[src/rtl/tsf_pkg.sv]
package tsf_pkg;
  typedef enum logic {
    TX_IDLE = 1'b0,
    TX_SEND = 1'b1
  } tx_phase_t;
endpackage

[src/rtl/tsf_store.sv]
module tsf_store #(
  parameter int DATA_W = 32,
  parameter int DEPTH  = 32
) (
  input  logic              clk,
  input  logic              rst_n,
  input  logic              push,
  input  logic [DATA_W-1:0] push_data,
  input  logic              push_last,
  input  logic              pop,
  output logic [DATA_W-1:0] head_data,
  output logic              head_last
);
  localparam int AW = $clog2(DEPTH);
  localparam int EW = DATA_W + 1;

  logic [EW-1:0] mem [DEPTH];
  logic [AW-1:0] wptr, rptr;

  always_ff @(posedge clk) begin
    if (push) mem[wptr] <= {push_last, push_data};
  end

  always_ff @(posedge clk) begin
    if (!rst_n) begin
      wptr <= '0;
      rptr <= '0;
    end else begin
      if (push) wptr <= wptr + AW'(1);
      if (pop)  rptr <= rptr + AW'(1);
    end
  end

  assign {head_last, head_data} = mem[rptr];
endmodule

[src/rtl/tsf_level.sv]
module tsf_level #(
  parameter int DEPTH = 32,
  parameter int CW    = $clog2(DEPTH + 1)
) (
  input  logic          clk,
  input  logic          rst_n,
  input  logic          push,
  input  logic          push_last,
  input  logic          pop,
  input  logic          pop_last,
  output logic [CW-1:0] count,
  output logic [CW-1:0] eop_cnt
);
  logic [CW-1:0] cnt_q, eop_q;

  always_ff @(posedge clk) begin
    if (!rst_n) begin
      cnt_q <= '0;
      eop_q <= '0;
    end else begin
      cnt_q <= cnt_q + CW'(push) - CW'(pop);
      eop_q <= eop_q + CW'(push && push_last) - CW'(pop && pop_last);
    end
  end

  assign count   = cnt_q;
  assign eop_cnt = eop_q;

  AST_NO_OVERFLOW: assert property (@(posedge clk) disable iff (!rst_n)
    cnt_q <= CW'(DEPTH));
  AST_EOP_BOUND: assert property (@(posedge clk) disable iff (!rst_n)
    eop_q <= cnt_q);
endmodule

[src/rtl/tsf_ctrl.sv]
module tsf_ctrl
  import tsf_pkg::*;
#(
  parameter int CW = 6
) (
  input  logic          clk,
  input  logic          rst_n,
  input  logic [CW-1:0] count,
  input  logic [CW-1:0] eop_cnt,
  input  logic [CW-1:0] start_level,
  input  logic          pop,
  input  logic          pop_last,
  input  logic          rd_ready,
  input  logic          err_clear,
  output logic          tx_start,
  output logic          err_underrun
);
  tx_phase_t     phase_q;
  logic [CW-1:0] lvl_eff;
  logic          start_cond, hit;
  logic          err_q;

  assign lvl_eff    = (start_level == '0) ? CW'(1) : start_level;
  assign start_cond = (count >= lvl_eff) || (eop_cnt != '0);
  assign hit        = (phase_q == TX_SEND) && rd_ready && (count == '0);

  always_ff @(posedge clk) begin
    if (!rst_n) begin
      phase_q <= TX_IDLE;
      err_q   <= 1'b0;
    end else begin
      if (pop && pop_last)  phase_q <= TX_IDLE;
      else if (start_cond)  phase_q <= TX_SEND;
      if (hit)              err_q <= 1'b1;
      else if (err_clear)   err_q <= 1'b0;
    end
  end

  assign tx_start     = (phase_q == TX_SEND) || start_cond;
  assign err_underrun = err_q;

  AST_START_HOLD: assert property (@(posedge clk) disable iff (!rst_n)
    (tx_start && !(pop && pop_last)) |=> tx_start);
  AST_UNDERRUN_SET: assert property (@(posedge clk) disable iff (!rst_n)
    (tx_start && rd_ready && count == '0) |=> err_underrun);
  AST_ERR_STICKY: assert property (@(posedge clk) disable iff (!rst_n)
    (err_underrun && !err_clear) |=> err_underrun);
endmodule

[src/rtl/tx_start_fifo.sv]
module tx_start_fifo #(
  parameter int DATA_W = 32,
  parameter int DEPTH  = 32,
  parameter int CW     = $clog2(DEPTH + 1)
) (
  input  logic              clk,
  input  logic              rst_n,
  input  logic              wr_valid,
  output logic              wr_ready,
  input  logic [DATA_W-1:0] wr_data,
  input  logic              wr_last,
  input  logic [CW-1:0]     burst_size,
  output logic              buf_avail,
  input  logic [CW-1:0]     start_level,
  output logic              tx_start,
  output logic              rd_valid,
  input  logic              rd_ready,
  output logic [DATA_W-1:0] rd_data,
  output logic              rd_last,
  input  logic              err_clear,
  output logic              err_underrun
);
  logic [CW-1:0] count, eop_cnt, free_cnt;
  logic          push, pop;

  assign wr_ready  = (count != CW'(DEPTH));
  assign push      = wr_valid && wr_ready;
  assign rd_valid  = tx_start && (count != '0);
  assign pop       = rd_valid && rd_ready;
  assign free_cnt  = CW'(DEPTH) - count;
  assign buf_avail = (free_cnt >= burst_size);

  tsf_store #(.DATA_W(DATA_W), .DEPTH(DEPTH)) u_store (
    .clk(clk), .rst_n(rst_n), .push(push), .push_data(wr_data),
    .push_last(wr_last), .pop(pop), .head_data(rd_data), .head_last(rd_last)
  );

  tsf_level #(.DEPTH(DEPTH), .CW(CW)) u_level (
    .clk(clk), .rst_n(rst_n), .push(push), .push_last(wr_last),
    .pop(pop), .pop_last(rd_last), .count(count), .eop_cnt(eop_cnt)
  );

  tsf_ctrl #(.CW(CW)) u_ctrl (
    .clk(clk), .rst_n(rst_n), .count(count), .eop_cnt(eop_cnt),
    .start_level(start_level), .pop(pop), .pop_last(rd_last),
    .rd_ready(rd_ready), .err_clear(err_clear),
    .tx_start(tx_start), .err_underrun(err_underrun)
  );

  AST_EOP_START: assert property (@(posedge clk) disable iff (!rst_n)
    (eop_cnt != '0) |-> tx_start);
  AST_FULL_BLOCK: assert property (@(posedge clk) disable iff (!rst_n)
    (count == CW'(DEPTH)) |=> (count <= CW'(DEPTH)));
endmodule

[config.mk]
export PLATFORM = sky130hd
export DESIGN_NAME = tx_start_fifo
export DESIGN_NICKNAME = d
export VERILOG_FILES = /design/src/rtl/tsf_pkg.sv /design/src/rtl/tsf_store.sv /design/src/rtl/tsf_level.sv /design/src/rtl/tsf_ctrl.sv /design/src/rtl/tx_start_fifo.sv
export SDC_FILE = /design/constraint.sdc
export NUM_CORES = 1
export LEC_CHECK = 0
export BUFFER_PORTS_ARGS = -buffer_cell sky130_fd_sc_hd__buf_2
export CORE_ASPECT_RATIO = 2
export CORE_UTILIZATION = 36
export CTS_CLUSTER_DIAMETER = 60
export DETAILED_ROUTE_END_ITERATION = 8
export GPL_TIMING_DRIVEN = 0
export PLACE_DENSITY = 0.55
export SYNTH_ARGS = -nofsm -noshare
export SYNTH_HDL_FRONTEND = slang
export SYNTH_SLANG_ARGS = --single-unit
[constraint.sdc]
create_clock -name clk -period 9.5 [get_ports clk]
set_input_delay 1.9 -clock clk [delete_from_list [all_inputs] [get_ports clk]]
set_output_delay 1.9 -clock clk [all_outputs]
set_load 0.01 [all_outputs]
Word-level counts from Yosys, hierarchy flattened --
Memories as Yosys holds them, arrays and structs flattened. A register that Yosys moved wholly into a read port is not among the register bits. Cells that the tools add are included.
Word-level totals: register bits 24, memory bits (writable) 1056, output and inout port bits 38, latch bits 0, memories 1, ROM bits 0
Operators by class: reduce and logical (&&, ||, !) cells 15, shift operators 0, multiplexer cells 7, bitwise operators 1, magnitude comparators 2, equality and inequality tests 1, divide/modulo/power cells 0, $add $sub $neg 7, multipliers 0
Memory list:
- u_store.mem | words 32, bits a word 33, read ports 1, clocked after memory_dff 1, wr ports 1, line tsf_store.sv:17 | logic [EW-1:0] mem [DEPTH];
Operator list (count):
- adder 6 x 1 -> 6 bit | 2
- greater-or-equal comparator 6 bit | 2
- zero test 6 bit | 2
- nonzero test 6 bit | 2
- subtractor 6 x 1 -> 6 bit | 2
- adder 5 x 1 -> 5 bit (second input constant) | 2
- 2-to-1 mux 5 bit | 2
- logical AND 1 bit | 7
- 2-to-1 mux 6 bit | 1
- != test 6 bit (second input constant) | 1
- subtractor 6 bit (first input constant) | 1
- 2-to-1 mux 1 bit | 4
- logical OR 1 bit | 2
- nonzero test 2 bit | 1
- OR reduction 2 bit | 1
- NOT 1 bit | 1

Depth between registers and ports, before layout --
depth in word-level cells 9, gate-level depth with buffers 19, mapped depth without buffers 19

Hierarchy --
Synthesis repeated with hierarchy kept, for this count alone.
Second synthesis, totals: cells, all modules 2501, area, all modules 43000.0 µm²
By module, submodules not included:
- tsf_store | seq. area each 32010.7 µm², area an instance 41700.0 µm², cells each 2352, times used 1
- tsf_level | seq. area each 240.2 µm², area an instance 760.7 µm², cells each 80, times used 1
- tx_start_fifo | seq. area each 0.0 µm², area an instance 274.0 µm², cells each 36, times used 1
- tsf_ctrl | seq. area each 40.0 µm², area an instance 265.3 µm², cells each 33, times used 1

Worst setup path before layout --
No wires, ideal clock.
path type input to output, start input port start_level[2], end output port rd_valid, path slack 4.372 ns, stages 8, path buffers 0, data required time 7.600 ns, data arrival time 3.228 ns, path through nor3_1 -> a31o_2 -> ha_1 -> nand2b_1 -> a21oi_1 -> o21ai_0 -> a31o_2 -> and2_1
On the way: word-level cells in the longest chain between the ends 6
Ends and longest elaborated chain:
- start, declared | line tx_start_fifo.sv:14 | input logic [CW-1:0] start_level,
- zero test 6 bit | line tsf_ctrl.sv:23 | assign lvl_eff = (start_level == '0) ? CW'(1) : start_level;
- 2-to-1 mux 6 bit * | line tsf_ctrl.sv:23
- greater-or-equal comparator 6 bit * | line tsf_ctrl.sv:24 | assign start_cond = (count >= lvl_eff) || (eop_cnt != '0);
- logical OR 1 bit * | line tsf_ctrl.sv:24
- logical OR 1 bit * | line tsf_ctrl.sv:39 | assign tx_start = (phase_q == TX_SEND) || start_cond;
- via tx_start | line tx_start_fifo.sv:15 | output logic tx_start,
- logical AND 1 bit * | line tx_start_fifo.sv:28 | assign rd_valid = tx_start && (count != '0);
- end, declared | line tx_start_fifo.sv:16 | output logic rd_valid,
The timed path passes the listed nets; every way through them passes the cells marked *.

==> reports/results.ini <==
[pwr]
p_int_w = 0.00880
seqPwrFrac_pct = 44.6
switchingPower_w = 0.00325
combPwrFrac_pct = 23.8
total_power_w = 0.0121
p_clk_share_pct = 31.6
cellPowerDensity_nw_per_um2 = 247
leakage_nw = 14.8
swShare_pct = 27.0
vdd_drop_max_v = 0.000135

[die]
die_h_um = 485
fp-row-count = 177
start_util_pct = 36.2
die_w_um = 244
fp.coreArea_um2 = 116000
die_area_um2 = 118000
boundaryPins = 88

[setup_path]
cp_slowest_cell = clkbuf_1
max_stage_delay_ns = 0.87
cp_max_fo = 10
required_ns = 7.60
crit_type = register to output pin
reg2reg_to = u_level.eop_cnt[4]
regToRegSetupSlack_ns = 4.73
startpoint_type = register
arrival_ns = 4.29
rr_worst_depth = 18
crit_path_end_kind = output pin
crit_chain = clkbuf_1 > clkbuf_1 > mux4_2 > mux4_2 > mux2_2 > buf_2

[global_routing]
grt_max_degree = 34
grt_pass1_wl_um = 156000
overflow = 0
grt_pass1_vias = 21000
grt_use_total_pct = 19.0
grt_antenna_before_repair = 4

[synth]
ys_ff_latch = 1085
netlist_area_um2 = 42100
synth_xor_area_share_pct = 0.292
synthMuxAreaShare_pct = 18.4
synth_ff_type = edfxtp_1
synth_compound_area_share_pct = 0.669
synthSimpleGateAreaFrac_pct = 1.34
ys_types = 44
async_reset_ff_share_pct = 0
synth_fa_ha_area_share_pct = 1.20
syn_area_per_cell_um2 = 23.6
seq_area_frac_synth_pct = 76.8
synth_top_family_by_area = multiplexers
synth_cells = 1780
synth_nets = 1869
ys_warn_count = 0
synth_edf_count = 1056

[clock_tree]
cts_sinks = 1085
clk_latency_ns = 0.69
cts_tree = done
clk_pin_slew_worst_paths_ns = 0.07
cts_buffers = 90
cts-hold-fix-buffers = 0
root_buffer = clkbuf_16
clockBufferDepth = 3
cts_resized = 0
htreeDepth = 3
post-cts-setup-buffers = 0

[timing]
setup_tns_ns = 0
slew-limit-headroom_pct = 12.6
whs_ns = 0.517
timing.final.crit_period_ns = 6.19
hold_viol_final = 0
fin_crit_sh_pct = 65.2
finalSetupViolCount = 0
worst_pin_slew_ns = 1.31
max_freq_ghz = 0.161
fin_skew_ns = 0.0278
rsz0062_at_grt = no
finalMaxSlewViolations = 0

[cells_and_area]
final_net_count = 2100
drive_above_1_share_pct = 33.3
seq_area_um2 = 32300
final_design_area_no_fill_um2 = 48800
layout_commonest_cell = edfxtp_1
nFillCells = 10000
final_cell_mix = edfxtp_1, mux4_2, buf_2
synthToLayoutAreaGrowth_pct = 15.9
fin_util_pct = 42.0
multi_input_area_um2 = 9440

[routing]
ant_nets = 0
num_vias = 19400
detail_route.wirelength_um = 111000
routed_via_density = 5.38
firstDrtPassIters = 5
drtIter0Drc = 2030
wire_per_inst_um = 30.8
drc = 0

[min_path]
hp-class = register to register
whs_path_depth = 2
holdPathEnd = u_store.rptr[4]
min-delay-start = u_store.rptr[4]

[placement]
gp_congestion = 0.778
placed_cell_area_um2 = 45800
port-buffer-count = 87
dp_hpwl_um = 73900

[flow_run]
max-cap-violations = 0

[run_status]
status = finished, final reports clean

[critical path, delay by kind of cell (launching register included)]
family / cells / cell delay (ns)
buffers and inverters: 3 / 1.84
DFF: 1 / 0.41
muxes: 3 / 1.33
[worst max-delay path by stage]
stage	depth (start not counted)	slack, ns	endpoint
floorplan	8	4.37	rd_valid
finish	6	3.31	rd_data[11]
global placement	5	2.17	u_store.mem[27][13]
detailed placement	20	3.53	u_level.eop_cnt[4]
global route	6	3.22	rd_data[11]
CTS	6	3.13	rd_data[11]
[per-layer routing]
metal	track usage [%]	wire, um	up-vias
met5	0	62	-
met3	2.71	4590	175
met4	7.20	3900	6
li1	-	-	7995
met1	20.9	39200	10600
met2	36.4	63300	581
[final cells by class]
class | instances | area share, %
sequential | 1085 | 66.2
timing repair buffer | 139 | 3.32
multi-input combinational | 576 | 19.4
clock buffer | 109 | 4.81
antenna | 1 | 0.00513
tap | 1521 | 3.90
buffer | 84 | 0.906
inverter | 35 | 0.269
clock inverter | 51 | 1.21
[through the flow]
step / std cells / worst slack (ns)
after floorplan: 1780 / 4.37
after CTS: 3600 / 3.13
after global placement: 3388 / 2.17
after global routing: 3601 / 3.22
after detailed placement: 3440 / 3.53
final: 3601 / 3.31
[power groups by stage]
stage                     logic (W)  clock network [W]  registers, W
after floorplan             0.00192                  0       0.00547
after global placement      0.00286                  0       0.00549
after detailed placement    0.00295                  0       0.00548
after CTS                   0.00296            0.00388       0.00538
after global routing        0.00307            0.00404       0.00538
final                       0.00287            0.00381       0.00538
[sequential cells by signal, summed over array words and instances (netlist names), named ones only]
register and count:
u_level.count 6, u_ctrl.err_underrun 1, u_store.rptr 5, u_level.eop_cnt 6
u_store.wptr 5, u_ctrl.phase_q 1, u_store.mem 1056
[synth_stat cells (all sizes together) (6+ instances only)]
cell type  number  area share (%)
o21ai           8           0.095
mux4          320              17
clkbuf         38            0.34
mux2i          16            0.38
a21oi          14            0.17
xnor2          12            0.25
nor2           39            0.35
mux2           32            0.86
ha             37             1.1
buf            46            0.71
inv            35            0.31
dfxtp          29             1.4
or3             6           0.089
nor2b           8            0.12
nand2          16            0.14
edfxtp       1056              75
nand3           6           0.071
and2           19            0.28
[cell families after synthesis]
group           Yosys count
fa+ha+maj                39
flops                  1085
buf+inv                 119
mux                     368
xor+xnor                 14
compound gates           44
simple gates            111
Power figures use the tool's default switching activity.
